File: src/rtl/lcd_hp_pkg.sv
`timescale 1ns/1ps
package lcd_hp_pkg;
  localparam int BYTE_W = 8;
  localparam int NIB_W  = BYTE_W / 2;
  localparam int AC_W   = BYTE_W - 1;
  localparam logic [2:0] FSET_TAG = 3'b001;
  localparam int FSET_WIDTH_BIT = 4;

  // encoding is {select, read}
  typedef enum logic [1:0] {
    ACC_INSTR_WR  = 2'b00,
    ACC_STATUS_RD = 2'b01,
    ACC_DATA_WR   = 2'b10,
    ACC_DATA_RD   = 2'b11
  } acc_e;

  function automatic logic is_fset(input logic [BYTE_W-1:0] b);
    return b[BYTE_W-1 -: 3] == FSET_TAG;
  endfunction
endpackage

File: src/rtl/lcd_hp_strobe_sync.sv
`timescale 1ns/1ps
module lcd_hp_strobe_sync #(
  parameter int STAGES = 2
) (
  input  logic clk,
  input  logic rst_n,
  input  logic en_pin,
  output logic commit
);
  localparam int LAST = STAGES;

  logic [LAST:0] sh_q;
  logic [LAST:0] sh_d;

  always_comb begin
    sh_d = {sh_q[LAST-1:0], en_pin};
  end

  always_ff @(posedge clk or negedge rst_n) begin
    if (!rst_n) sh_q <= '0;
    else        sh_q <= sh_d;
  end

  // falling edge of the synchronised strobe
  assign commit = sh_q[LAST] & ~sh_q[LAST-1];

  AST_COMMIT_ONE_CYCLE: assert property (@(posedge clk) disable iff (!rst_n)
    commit |=> !commit);
endmodule

File: src/rtl/lcd_hp_nibble.sv
`timescale 1ns/1ps
module lcd_hp_nibble
  import lcd_hp_pkg::*;
(
  input  logic              clk,
  input  logic              rst_n,
  input  logic              commit,
  input  acc_e              acc,
  input  logic [BYTE_W-1:0] din,
  input  logic              busy,
  output logic              wide,
  output logic              phase,
  output logic              byte_done,
  output logic [BYTE_W-1:0] byte_val
);
  logic             wide_q, wide_d;
  logic             phase_q, phase_d;
  logic [NIB_W-1:0] hi_q, hi_d;
  logic             fset_hit;
  logic             width_chg;

  assign byte_done = commit & (wide_q | phase_q);
  assign byte_val  = wide_q ? din : {hi_q, din[BYTE_W-1 -: NIB_W]};
  assign fset_hit  = byte_done & ~busy & (acc == ACC_INSTR_WR) & is_fset(byte_val);
  assign width_chg = fset_hit & (byte_val[FSET_WIDTH_BIT] != wide_q);

  always_comb begin
    wide_d  = wide_q;
    phase_d = phase_q;
    hi_d    = hi_q;
    if (!wide_q) begin
      phase_d = ~phase_q;
      if (!phase_q) hi_d = din[BYTE_W-1 -: NIB_W];
    end
    if (fset_hit)  wide_d  = byte_val[FSET_WIDTH_BIT];
    if (width_chg) phase_d = 1'b0;
  end

  always_ff @(posedge clk or negedge rst_n) begin
    if (!rst_n) begin
      wide_q  <= 1'b1;
      phase_q <= 1'b0;
      hi_q    <= '0;
    end else if (commit) begin
      wide_q  <= wide_d;
      phase_q <= phase_d;
      hi_q    <= hi_d;
    end
  end

  assign wide  = wide_q;
  assign phase = phase_q;

  AST_PHASE_IDLE_WIDE: assert property (@(posedge clk) disable iff (!rst_n)
    wide_q |-> !phase_q);
  AST_PHASE_ADVANCE: assert property (@(posedge clk) disable iff (!rst_n)
    (commit && !wide_q && !width_chg) |=> (phase_q != $past(phase_q)));
  AST_WIDTH_AFTER_IDLE: assert property (@(posedge clk) disable iff (!rst_n)
    !$stable(wide_q) |-> ($past(commit) && !$past(busy)));
  AST_WIDTH_CHG_REALIGN: assert property (@(posedge clk) disable iff (!rst_n)
    width_chg |=> !phase_q);
endmodule

File: src/rtl/lcd_hp_readmux.sv
`timescale 1ns/1ps
module lcd_hp_readmux
  import lcd_hp_pkg::*;
(
  input  logic              clk,
  input  logic              rst_n,
  input  logic              pf_valid,
  input  logic [BYTE_W-1:0] pf_data,
  input  logic              sel,
  input  logic              busy,
  input  logic [AC_W-1:0]   ac,
  input  logic              wide,
  input  logic              phase,
  output logic [BYTE_W-1:0] dout
);
  logic [BYTE_W-1:0] dreg_q, dreg_d;
  logic [BYTE_W-1:0] src;

  always_comb begin
    dreg_d = pf_valid ? pf_data : dreg_q;
  end

  always_ff @(posedge clk or negedge rst_n) begin
    if (!rst_n) dreg_q <= '0;
    else        dreg_q <= dreg_d;
  end

  always_comb begin
    src = sel ? dreg_q : {busy, ac};
    if (wide)       dout = src;
    else if (phase) dout = {src[NIB_W-1:0], {NIB_W{1'b0}}};
    else            dout = {src[BYTE_W-1 -: NIB_W], {NIB_W{1'b0}}};
  end

  AST_DREG_HOLD: assert property (@(posedge clk) disable iff (!rst_n)
    !pf_valid |=> $stable(dreg_q));
endmodule

File: src/rtl/lcd_host_port.sv
`timescale 1ns/1ps
module lcd_host_port
  import lcd_hp_pkg::*;
#(
  parameter int SYNC_STAGES = 2
) (
  input  logic              clk,
  input  logic              rst_n,
  input  logic              hb_sel,
  input  logic              hb_rd,
  input  logic              hb_en,
  input  logic [BYTE_W-1:0] hb_din,
  output logic [BYTE_W-1:0] hb_dout,
  output logic [BYTE_W-1:0] hb_doe,
  input  logic              ex_busy,
  input  logic [AC_W-1:0]   ex_ac,
  output logic              ex_valid,
  output logic              ex_sel,
  output logic [BYTE_W-1:0] ex_byte,
  output logic              rd_ack,
  input  logic              pf_valid,
  input  logic [BYTE_W-1:0] pf_data
);
  acc_e              acc;
  logic              commit;
  logic              wide, phase, byte_done;
  logic [BYTE_W-1:0] byte_val;
  logic              accept, wr_fire, rd_fire, drive_hi;

  logic              exv_q, exv_d, exs_q, exs_d, rdack_q, rdack_d;
  logic [BYTE_W-1:0] exb_q, exb_d;

  assign acc = acc_e'({hb_sel, hb_rd});

  lcd_hp_strobe_sync #(.STAGES(SYNC_STAGES)) u_sync (
    .clk    (clk),
    .rst_n  (rst_n),
    .en_pin (hb_en),
    .commit (commit)
  );

  lcd_hp_nibble u_nib (
    .clk       (clk),
    .rst_n     (rst_n),
    .commit    (commit),
    .acc       (acc),
    .din       (hb_din),
    .busy      (ex_busy),
    .wide      (wide),
    .phase     (phase),
    .byte_done (byte_done),
    .byte_val  (byte_val)
  );

  lcd_hp_readmux u_rmux (
    .clk      (clk),
    .rst_n    (rst_n),
    .pf_valid (pf_valid),
    .pf_data  (pf_data),
    .sel      (hb_sel),
    .busy     (ex_busy),
    .ac       (ex_ac),
    .wide     (wide),
    .phase    (phase),
    .dout     (hb_dout)
  );

  assign accept  = byte_done & ~ex_busy;
  assign wr_fire = accept & ((acc == ACC_INSTR_WR) | (acc == ACC_DATA_WR));
  assign rd_fire = accept & (acc == ACC_DATA_RD);

  always_comb begin
    exv_d   = wr_fire;
    exs_d   = wr_fire ? hb_sel : exs_q;
    exb_d   = wr_fire ? byte_val : exb_q;
    rdack_d = rd_fire;
  end

  always_ff @(posedge clk or negedge rst_n) begin
    if (!rst_n) begin
      exv_q   <= 1'b0;
      exs_q   <= 1'b0;
      exb_q   <= '0;
      rdack_q <= 1'b0;
    end else begin
      exv_q   <= exv_d;
      exs_q   <= exs_d;
      exb_q   <= exb_d;
      rdack_q <= rdack_d;
    end
  end

  assign ex_valid = exv_q;
  assign ex_sel   = exs_q;
  assign ex_byte  = exb_q;
  assign rd_ack   = rdack_q;

  assign drive_hi = hb_rd & hb_en;
  assign hb_doe   = {{NIB_W{drive_hi}}, {NIB_W{drive_hi & wide}}};

  AST_LOW_LINES_NARROW: assert property (@(posedge clk) disable iff (!rst_n)
    !wide |-> (hb_doe[NIB_W-1:0] == '0));
  AST_EXV_NOT_BUSY: assert property (@(posedge clk) disable iff (!rst_n)
    ex_valid |-> !$past(ex_busy));
  AST_RDACK_NOT_BUSY: assert property (@(posedge clk) disable iff (!rst_n)
    rd_ack |-> !$past(ex_busy));
  AST_EXV_SINGLE: assert property (@(posedge clk) disable iff (!rst_n)
    ex_valid |=> !ex_valid);
  AST_RDACK_SINGLE: assert property (@(posedge clk) disable iff (!rst_n)
    rd_ack |=> !rd_ack);
endmodule

File: config.mk
export PLATFORM = sky130hd
export DESIGN_NAME = lcd_host_port
export DESIGN_NICKNAME = d
export VERILOG_FILES = /design/src/rtl/lcd_hp_pkg.sv /design/src/rtl/lcd_hp_strobe_sync.sv /design/src/rtl/lcd_hp_nibble.sv /design/src/rtl/lcd_hp_readmux.sv /design/src/rtl/lcd_host_port.sv
export SDC_FILE = /design/constraint.sdc
export NUM_CORES = 1
export LEC_CHECK = 0
export ABC_AREA = 1
export CORE_MARGIN = 10
export CORE_UTILIZATION = 40
export CTS_BUF_LIST = sky130_fd_sc_hd__clkbuf_16
export CTS_CLUSTER_SIZE = 24
export DETAILED_ROUTE_END_ITERATION = 10
export DONT_BUFFER_PORTS = 1
export GPL_ROUTABILITY_DRIVEN = 0
export PLACE_DENSITY = 0.51
export SLEW_MARGIN = 20
export SYNTH_ARGS = -nofsm -noshare
export SYNTH_HDL_FRONTEND = slang
export SYNTH_HIERARCHICAL = 1
export SYNTH_SLANG_ARGS = --single-unit
File: constraint.sdc
create_clock -name clk -period 3.7 [get_ports clk]
set_clock_uncertainty 0.2 [all_clocks]
set_input_delay 0.555 -clock clk [delete_from_list [all_inputs] [get_ports clk]]
set_output_delay 0.555 -clock clk [all_outputs]
set_load 0.01 [all_outputs]
==> flow_summary_export.csv, run 1 <==
group,metric,value,unit
critical_path,crit_buf_inv,1,
clock_network,cts_root_buf,"clkbuf_16",
layout,syn2layout_area_growth,4.71,%
placement,place.detailed.hpwl,2680,µm
detailed_routing,wl,3430,µm
sta,tns,0,ns
outcome,outcome,"finished clean",
floorplanning,initial_core_util,41.4,%
clock_network,cts.path.max_buffers,2,
layout,drive_above_1_share,12.4,%
critical_path,reg2reg_depth,7,
sta,fin_hold_ws,0.122,ns
critical_path,worstReg2RegEnd,"ex_byte[1]",
sta,finalCritPeriodShare,64.5,%
clock_network,clkSlewWorstSetupHoldPaths,0.06,ns
logic_synthesis,synth_nets,229,
placement,portBuffers,0,
sta,rsz0062_at_grt,"false",
logic_synthesis,syn_avg_cell_area,7.61,µm²
critical_path,reg2reg_from,"u_nib/wide",
layout,post-route-util,43.3,%
detailed_routing,drcViolationCount,0,
critical_path,critPathTopFamily,"flip-flops",
critical_path,reg2reg_setup_slack,1.46,ns
global_route,grt_pass1_vias,1238,
floorplanning,die_h,81.5,µm
floorplanning,die_x,81.5,µm
pwr,ir_worst_vdd,230,µV
layout,finalInstanceArea,1590,µm²
critical_path,crit_slowest_cell,"dfstp_2",
sta,max_freq,0.419,GHz
critical_path,crit_chain,"inv_1, nor2_1",
sta,tightest_slew,0.800,ns
clock_network,cts.sinks,28,
global_route,grt_pass1_wl,5620,µm
critical_path,arrival,1.63,ns
sta,period_minus_slack,2.39,ns
global_route,grt_max_degree,29,
logic_synthesis,ys_seq_area_share,46.4,%
critical_path,cpPeakStageDelay,0.71,ns
logic_synthesis,synth_cells,199,
critical_path,endpoint_kind,"primary output",
logic_synthesis,ys_seq_elements,28,
floorplanning,io_pins,57,
job,drv_cap,0,
layout,final_nets,224,
critical_path,crit_fanout,17,
sta,final-setup-viol-count,0,
clock_network,h-tree-depth,1,
global_route,grt_usage,10.5,%
pwr,leakage,0.833,nW
logic_synthesis,synth_warnings,6,
hold_path,hold_path_depth,0,
clock_network,cts_tree,"built",
sta,slew_headroom,46.5,%
floorplanning,dieArea,6650,µm²
detailed_routing,drt_iter0_markers,45,
sta,hold_viol,0,
layout,final_common_cell,"nand2_1",
detailed_routing,viasPerCell,4.77,
detailed_routing,firstDrtPassIters,4,
clock_network,clock_latency,0.26,ns
floorplanning,rows,22,
detailed_routing,num_vias,1150,
logic_synthesis,synth.distinct_cells,21,
hold_path,whs_endpoint,"u_sync/sh_q[0]",
logic_synthesis,syn_area,1510,µm²
detailed_routing,ant_nets,0,
pwr,powerDensity,547,nW/µm²
placement,place_area,1480,µm²
clock_network,cts_buffers,3,
global_route,grt-ovfl-total,0,
hold_path,hold_class,"input port to register",
global_route,antenna_found_initial,0,
layout,final_cell_mix,"71 x nand2_1, 27 x inv_1, 27 x dfrtp_1",
floorplanning,core_area,3660,µm²
critical_path,path_class,"register to primary output",
critical_path,required,2.94,ns
layout,antenna_cells,0,
sta,drv_slew,0,
hold_path,holdCritStartpoint,"hb_en",
critical_path,critical_path.startpoint_type,"register",
clock_network,ctsResizeCount,0,
detailed_routing,wl_per_cell,14.2,µm
layer usage:
layer  share of wire [%]  GRT usage [%]
met1                  41           11.2
met5                   0              0
met2                  47           18.0
met4                 1.3           3.63
met3                  11           4.80
flip-flops by register name (all words and copies together), names as in the netlist:
register,count
u_rmux/dreg_q,8
u_nib/wide,1
rd_ack,1
u_nib/phase,1
ex_valid,1
ex_sel,1
u_sync/sh_q,3
ex_byte,8
u_nib/hi_q,4
report_power, final:
part | internal [mW] | total [mW] | switching [mW]
Sequential | 0.376 | 0.448 | 0.0714
Combinational | 0.0626 | 0.180 | 0.117
Clock | 0.145 | 0.240 | 0.0959
Total | 0.583 | 0.868 | 0.284
final cells by class:
type,instances,area (µm²)
clock buffer,3,75.1
inverter,32,128
sequential,28,702
multi-input combinational,127,587
clock inverter,1,3.75
fill,386,2080
tap,48,60.1
timing repair buffer,2,30.0
stage by stage:
stage	instances	total power, mW	setup slack (ns)
final	241	0.868	1.31
after global routing	241	0.936	1.22
after CTS	241	0.881	1.29
after detailed placement	235	0.629	1.53
after global placement	235	0.626	1.59
after floorplan	199	0.595	1.86
cells by family after synthesis:
kind of cell           share of synthesized area [%]
flip-flops                                      46.4
buffers and inverters                           14.9
AO/OA/AOI/OAI                                   8.02
AND/OR/NAND/NOR                                 30.7
Yosys cell counts, drive strengths merged:
master / instances / area (µm²)
dfstp: 1 / 26.3
o21ai: 18 / 101
nand2: 76 / 298
a21oi: 4 / 20.0
clkbuf: 1 / 3.75
nand3: 9 / 57.6
buf: 11 / 93.8
dfrtp: 27 / 676
or2: 1 / 6.26
nand4: 10 / 62.6
nor2: 9 / 41.3
inv: 32 / 128
worst max path at each step:
stage,to,from,cells after the start
2_1_floorplan,hb_doe[1],u_nib/wide,3
3_3_place_gp,hb_doe[1],u_nib/wide,2
3_5_place_dp,ex_byte[1],u_nib/wide,7
4_1_cts,hb_doe[1],u_nib/wide,2
5_1_grt,hb_doe[0],u_nib/wide,2
6_report,hb_doe[1],u_nib/wide,2
repair_timing:
item,in CTS,in global routing
endpoints found under the setup margin,0,0
endpoints found under the hold margin,28,0
hold buffers,2,0
setup buffers,0,0
(Power assumes the default switching activity.)
==> run 2, diff against run 1 <==
==> constraint.sdc (replaced) <==
create_clock -name clk -period 2.35 [get_ports clk]
set_clock_uncertainty 0.2 [all_clocks]
set_input_delay 0.3525 -clock clk [delete_from_list [all_inputs] [get_ports clk]]
set_output_delay 0.3525 -clock clk [all_outputs]
set_load 0.01 [all_outputs]
==> flow_summary_export.csv, run 2 (synthesis gave the netlist of run 1 again) <==
group,metric,value,unit
floorplanning,io_pins,57,
floorplanning,dieArea,6650,µm²
clock_network,cts.path.max_buffers,2,
sta,drv_slew,0,
sta,rsz0062_at_grt,"false",
layout,post-route-util,45.5,%
detailed_routing,wl,3560,µm
sta,tns,0,ns
global_route,grt_usage,10.6,%
clock_network,cts_setup_buffers,0,
floorplanning,die_h,81.5,µm
sta,max_freq,0.507,GHz
detailed_routing,drcViolationCount,0,
outcome,outcome,"finished clean",
critical_path,arrival,1.42,ns
critical_path,cpPeakStageDelay,0.70,ns
global_route,grt_max_degree,29,
global_route,grt-ovfl-total,0,
global_route,grt_pass1_wl,5560,µm
critical_path,critical_path.startpoint_type,"register",
sta,slew_headroom,76.9,%
clock_network,ctsResizeCount,0,
clock_network,clkSlewWorstSetupHoldPaths,0.07,ns
clock_network,clock_latency,0.26,ns
floorplanning,core_area,3660,µm²
placement,place.detailed.hpwl,2750,µm
sta,final-setup-viol-count,0,
critical_path,crit_path_frequent_cell,"nand2_1",
detailed_routing,viasPerCell,4.82,
pwr,powerDensity,898,nW/µm²
pwr,ir_worst_vdd,475,µV
critical_path,endpoint_kind,"primary output",
critical_path,crit_chain,"inv_2, nand2_1, nand3_1, nand2_1, inv_1",
global_route,antenna_found_initial,0,
layout,num-fill-cells,377,
critical_path,crit_buf_inv,2,
layout,final_nets,230,
layout,final_common_cell,"nand2_1",
critical_path,path_class,"register to primary output",
layout,syn2layout_area_growth,10.1,%
critical_path,crit_slowest_cell,"dfstp_2",
floorplanning,initial_core_util,41.4,%
sta,finalCritPeriodShare,84.0,%
critical_path,crit_fanout,17,
layout,antenna_cells,0,
sta,period_minus_slack,1.97,ns
detailed_routing,firstDrtPassIters,4,
hold_path,hold_class,"input port to register",
clock_network,cts.sinks,28,
floorplanning,die_x,81.5,µm
critical_path,reg2reg_setup_slack,0.55,ns
layout,drive_above_1_share,13.6,%
clock_network,cts_buffers,3,
sta,hold_viol,0,
critical_path,required,1.80,ns
clock_network,cts_root_buf,"clkbuf_16",
layout,final_cell_mix,"71 x nand2_1, 27 x dfrtp_1, 26 x inv_1",
pwr,leakage,0.870,nW
pwr,total_power,1.50,mW
global_route,grt_pass1_vias,1185,
placement,portBuffers,0,
detailed_routing,drt_iter0_markers,36,
clock_network,h-tree-depth,1,
clock_network,cts_hold_buf,5,
detailed_routing,num_vias,1190,
detailed_routing,wl_per_cell,14.4,µm
clock_network,cts_tree,"built",
sta,tightest_slew,0.346,ns
job,drv_cap,0,
detailed_routing,ant_nets,0,
floorplanning,rows,22,
critical_path,critPathTopFamily,"flip-flops",
-- run 2: changes by cell type in the layout (fill, tap and decap cells not counted) --
cell,delta
dlygate4sd3_1,+4
buf_4,+2
bufinv_16,+1
inv_1,-1
-- run 2: cell type report --
type                       instances  area (µm²)  area share, %
clock buffer                       3        75.1           4.50
clock inverter                     1        30.0           1.80
inverter                          32         128           7.66
multi-input combinational        127         587           35.2
sequential                        28         702           42.1
tap                               48        60.1           3.60
timing repair buffer               8        85.1           5.11
-- run 2: where the power goes --
group	internal [mW]	switching, mW	total (mW)
Clock	0.339	0.157	0.496
Sequential	0.592	0.115	0.708
Combinational	0.105	0.188	0.293
Total	1.04	0.460	1.50
-- run 2: worst paths after layout --
check                               startpoint          endpoint  cells after the start
worst max register to register      u_nib/wide        ex_byte[0]                      8
worst max-delay path                u_nib/wide        hb_dout[6]                      5
worst min register to register  u_sync/sh_q[0]    u_sync/sh_q[1]                      0
min in group asynchronous                rst_n     u_nib/hi_q[1]                      2
worst min-delay path                  pf_valid  u_rmux/dreg_q[2]                      2
max in group asynchronous                rst_n        u_nib/wide                      2
-- run 2: worst register-to-register path: stages, from the launching register on --
cell and delay [ns]:
dfstp_2 0.70, inv_2 0.12, nand2_2 0.08, inv_1 0.05, nor2_1 0.08, buf_4 0.18
nand3_4 0.14, nand2_1 0.09, nand2_1 0.05
-- run 2: metrics by stage --
stage	instance area, µm²	std cells	worst slack, ns	hold WS [ns]
final	1670	247	0.376	0.0102
after CTS	1660	246	0.376	0.00477
after global routing	1670	247	0.273	0.00456
after floorplan	1510	199	0.713	-0.143
after detailed placement	1490	237	0.561	-0.142
after global placement	1490	237	0.622	-0.142
-- run 2: metal layers --
| layer | share of wire, % | global-route usage, % | vias to the layer above |
|---|---|---|---|
| met4 | 1.1 | 3.63 | 0 |
| li1 | - | - | 610 |
| met5 | 0 | 0 | - |
| met1 | 41 | 10.8 | 535 |
| met2 | 46 | 18.2 | 40 |
| met3 | 12 | 5.79 | 5 |
==> run 3, diff against run 2 <==
--- a/config.mk
+++ b/config.mk
@@ -13,7 +13,7 @@
 export DETAILED_ROUTE_END_ITERATION = 10
 export DONT_BUFFER_PORTS = 1
 export GPL_ROUTABILITY_DRIVEN = 0
-export PLACE_DENSITY = 0.51
+export PLACE_DENSITY = 0.53
 export SLEW_MARGIN = 20
 export SYNTH_ARGS = -nofsm -noshare
 export SYNTH_HDL_FRONTEND = slang
==> constraint.sdc (replaced) <==
create_clock -name clk -period 1.64 [get_ports clk]
set_clock_uncertainty 0.2 [all_clocks]
set_input_delay 0.246 -clock clk [delete_from_list [all_inputs] [get_ports clk]]
set_output_delay 0.246 -clock clk [all_outputs]
set_load 0.01 [all_outputs]
==> flow_summary_export.csv, run 3 (synthesis gave the netlist of run 1 again) <==
group,metric,value,unit
placement,portBuffers,0,
pwr,switching_share,32.6,%
floorplanning,die_h,81.5,µm
sta,slew_headroom,64.8,%
clock_network,cts.path.max_buffers,2,
pwr,ir_worst_vdd,573,µV
pwr,p_seq_share,43.1,%
floorplanning,initial_core_util,41.4,%
sta,rsz0062_at_grt,"true",
global_route,grt_usage,11.6,%
layout,post-route-util,53.5,%
detailed_routing,num_vias,1350,
global_route,grt_max_degree,29,
global_route,antenna_found_initial,0,
detailed_routing,ant_nets,0,
floorplanning,rows,22,
clock_network,cts.sinks,28,
placement,place.detailed.hpwl,2840,µm
job,drv_cap,0,
critical_path,required,1.59,ns
sta,period_minus_slack,1.81,ns
pwr,total_power,2.36,mW
detailed_routing,wl,4260,µm
pwr,switchingPower,768,µW
outcome,outcome,"finished, violations left",
sta,drv_slew,0,
critical_path,crit_fanout,6,
layout,multi_input_area,664,µm²
sta,fin_ws,-0.167,ns
floorplanning,dieArea,6650,µm²
layout,drive_above_1_share,26.2,%
detailed_routing,firstDrtPassIters,4,
global_route,grt_pass1_wl,6090,µm
sta,final-setup-viol-count,22,
sta,finalCritPeriodShare,110,%
clock_network,cts_buffers,3,
layout,regArea,702,µm²
critical_path,critical_path.startpoint_type,"register",
global_route,grt-ovfl-total,0,
clock_network,cts_root_buf,"clkbuf_16",
pwr,leakage,0.981,nW
layout,num-fill-cells,343,
critical_path,path_class,"register to register",
critical_path,arrival,1.75,ns
sta,max_freq,0.553,GHz
layout,syn2layout_area_growth,29.3,%
detailed_routing,wl_per_cell,15.8,µm
detailed_routing,drcViolationCount,0,
sta,tightest_slew,0.526,ns
layout,final_cell_mix,"61 x nand2_1, 27 x dfrtp_1, 21 x inv_1",
layout,final_nets,252,
clock_network,clkSlewWorstSetupHoldPaths,0.07,ns
sta,hold_viol,0,
critical_path,endpoint_kind,"register",
global_route,grt_pass1_vias,1295,
detailed_routing,viasPerCell,5.02,
pwr,intPower,1.59,mW
detailed_routing,drt_iter0_markers,29,
floorplanning,die_x,81.5,µm
sta,tns,-0.836,ns
clock_network,h-tree-depth,1,
layout,final_common_cell,"nand2_1",
pwr,combPwrFrac,26.2,%
pwr,clkPwrFrac,30.7,%
pwr,powerDensity,1200,nW/µm²
floorplanning,io_pins,57,
clock_network,clock_latency,0.26,ns
floorplanning,core_area,3660,µm²
layout,antenna_cells,0,
clock_network,cts_tree,"built",
outcome,violations,"negative setup slack",
hold_path,hold_class,"input port to register",
==> run 3: final cells by class <==
| type | count | share of cell area (%) |
|---|---|---|
| inverter | 32 | 7.03 |
| clock inverter | 1 | 1.53 |
| tap | 48 | 3.07 |
| timing repair buffer | 29 | 14.8 |
| multi-input combinational | 128 | 33.9 |
| clock buffer | 3 | 3.83 |
| sequential | 28 | 35.8 |
==> run 3: worst paths after layout <==
| path | startpoint | depth (start not counted) | to | slack (ns) |
|---|---|---|---|---|
| hold / removal | hb_din[7] | 2 | u_nib/hi_q[3] | 0.006 |
| min in group asynchronous | rst_n | 2 | u_nib/hi_q[2] | 0.21 |
| hold reg to reg | u_sync/sh_q[0] | 0 | u_sync/sh_q[1] | 0.17 |
| setup / recovery | u_nib/wide | 10 | u_nib/phase | -0.17 |
| max in group asynchronous | rst_n | 2 | u_nib/wide | 0.80 |
| setup reg to reg | u_nib/wide | 10 | u_nib/phase | -0.17 |
==> run 3: power by group through the flow <==
stage,Clock [mW],Combinational [mW],Sequential [mW]
after floorplan,0,0.357,0.986
after global placement,0,0.396,1.03
after detailed placement,0,0.407,1.03
after CTS,0.726,0.500,1.02
after global routing,0.768,0.691,1.04
final,0.724,0.617,1.02
==> run 3: what timing repair did <==
item,in CTS,in global routing
pin swaps,5,17
resized for setup,10,23
hold buffers,17,0
endpoints found under the hold margin,47,0
cloned,0,1
buffers inserted,4,4
setup endpoints to repair,21,25
==> run 3: stage by stage <==
step	cells	setup slack, ns	hold WS, ns	instance area (µm²)
4_1_cts	264	-0.0420	0.0106	1840
3_5_place_dp	239	0.0140	-0.249	1510
6_report	269	-0.167	0.00619	1960
3_3_place_gp	239	0.0535	-0.249	1510
2_1_floorplan	199	0.0878	-0.250	1510
5_1_grt	269	-0.196	0.0249	1960
==> run 3: routing by layer <==
metal	up-vias	GRT usage, %	share of wire (%)
met5	-	0	0
met4	0	3.63	1.4
met3	7	5.68	11
met2	55	19.8	51
met1	626	12.4	36
li1	662	-	-
==> run 3: critical path, cell delays in order, from the launching register on <==
cell and delay, ns:
dfstp_2 0.56, buf_6 0.14, nand2_2 0.07, nand2_2 0.07, nand2_2 0.05, nor2_2 0.14, nand3_1 0.13, nand2_1 0.13
nand2_1 0.08, nand2_1 0.07, nand2_1 0.05
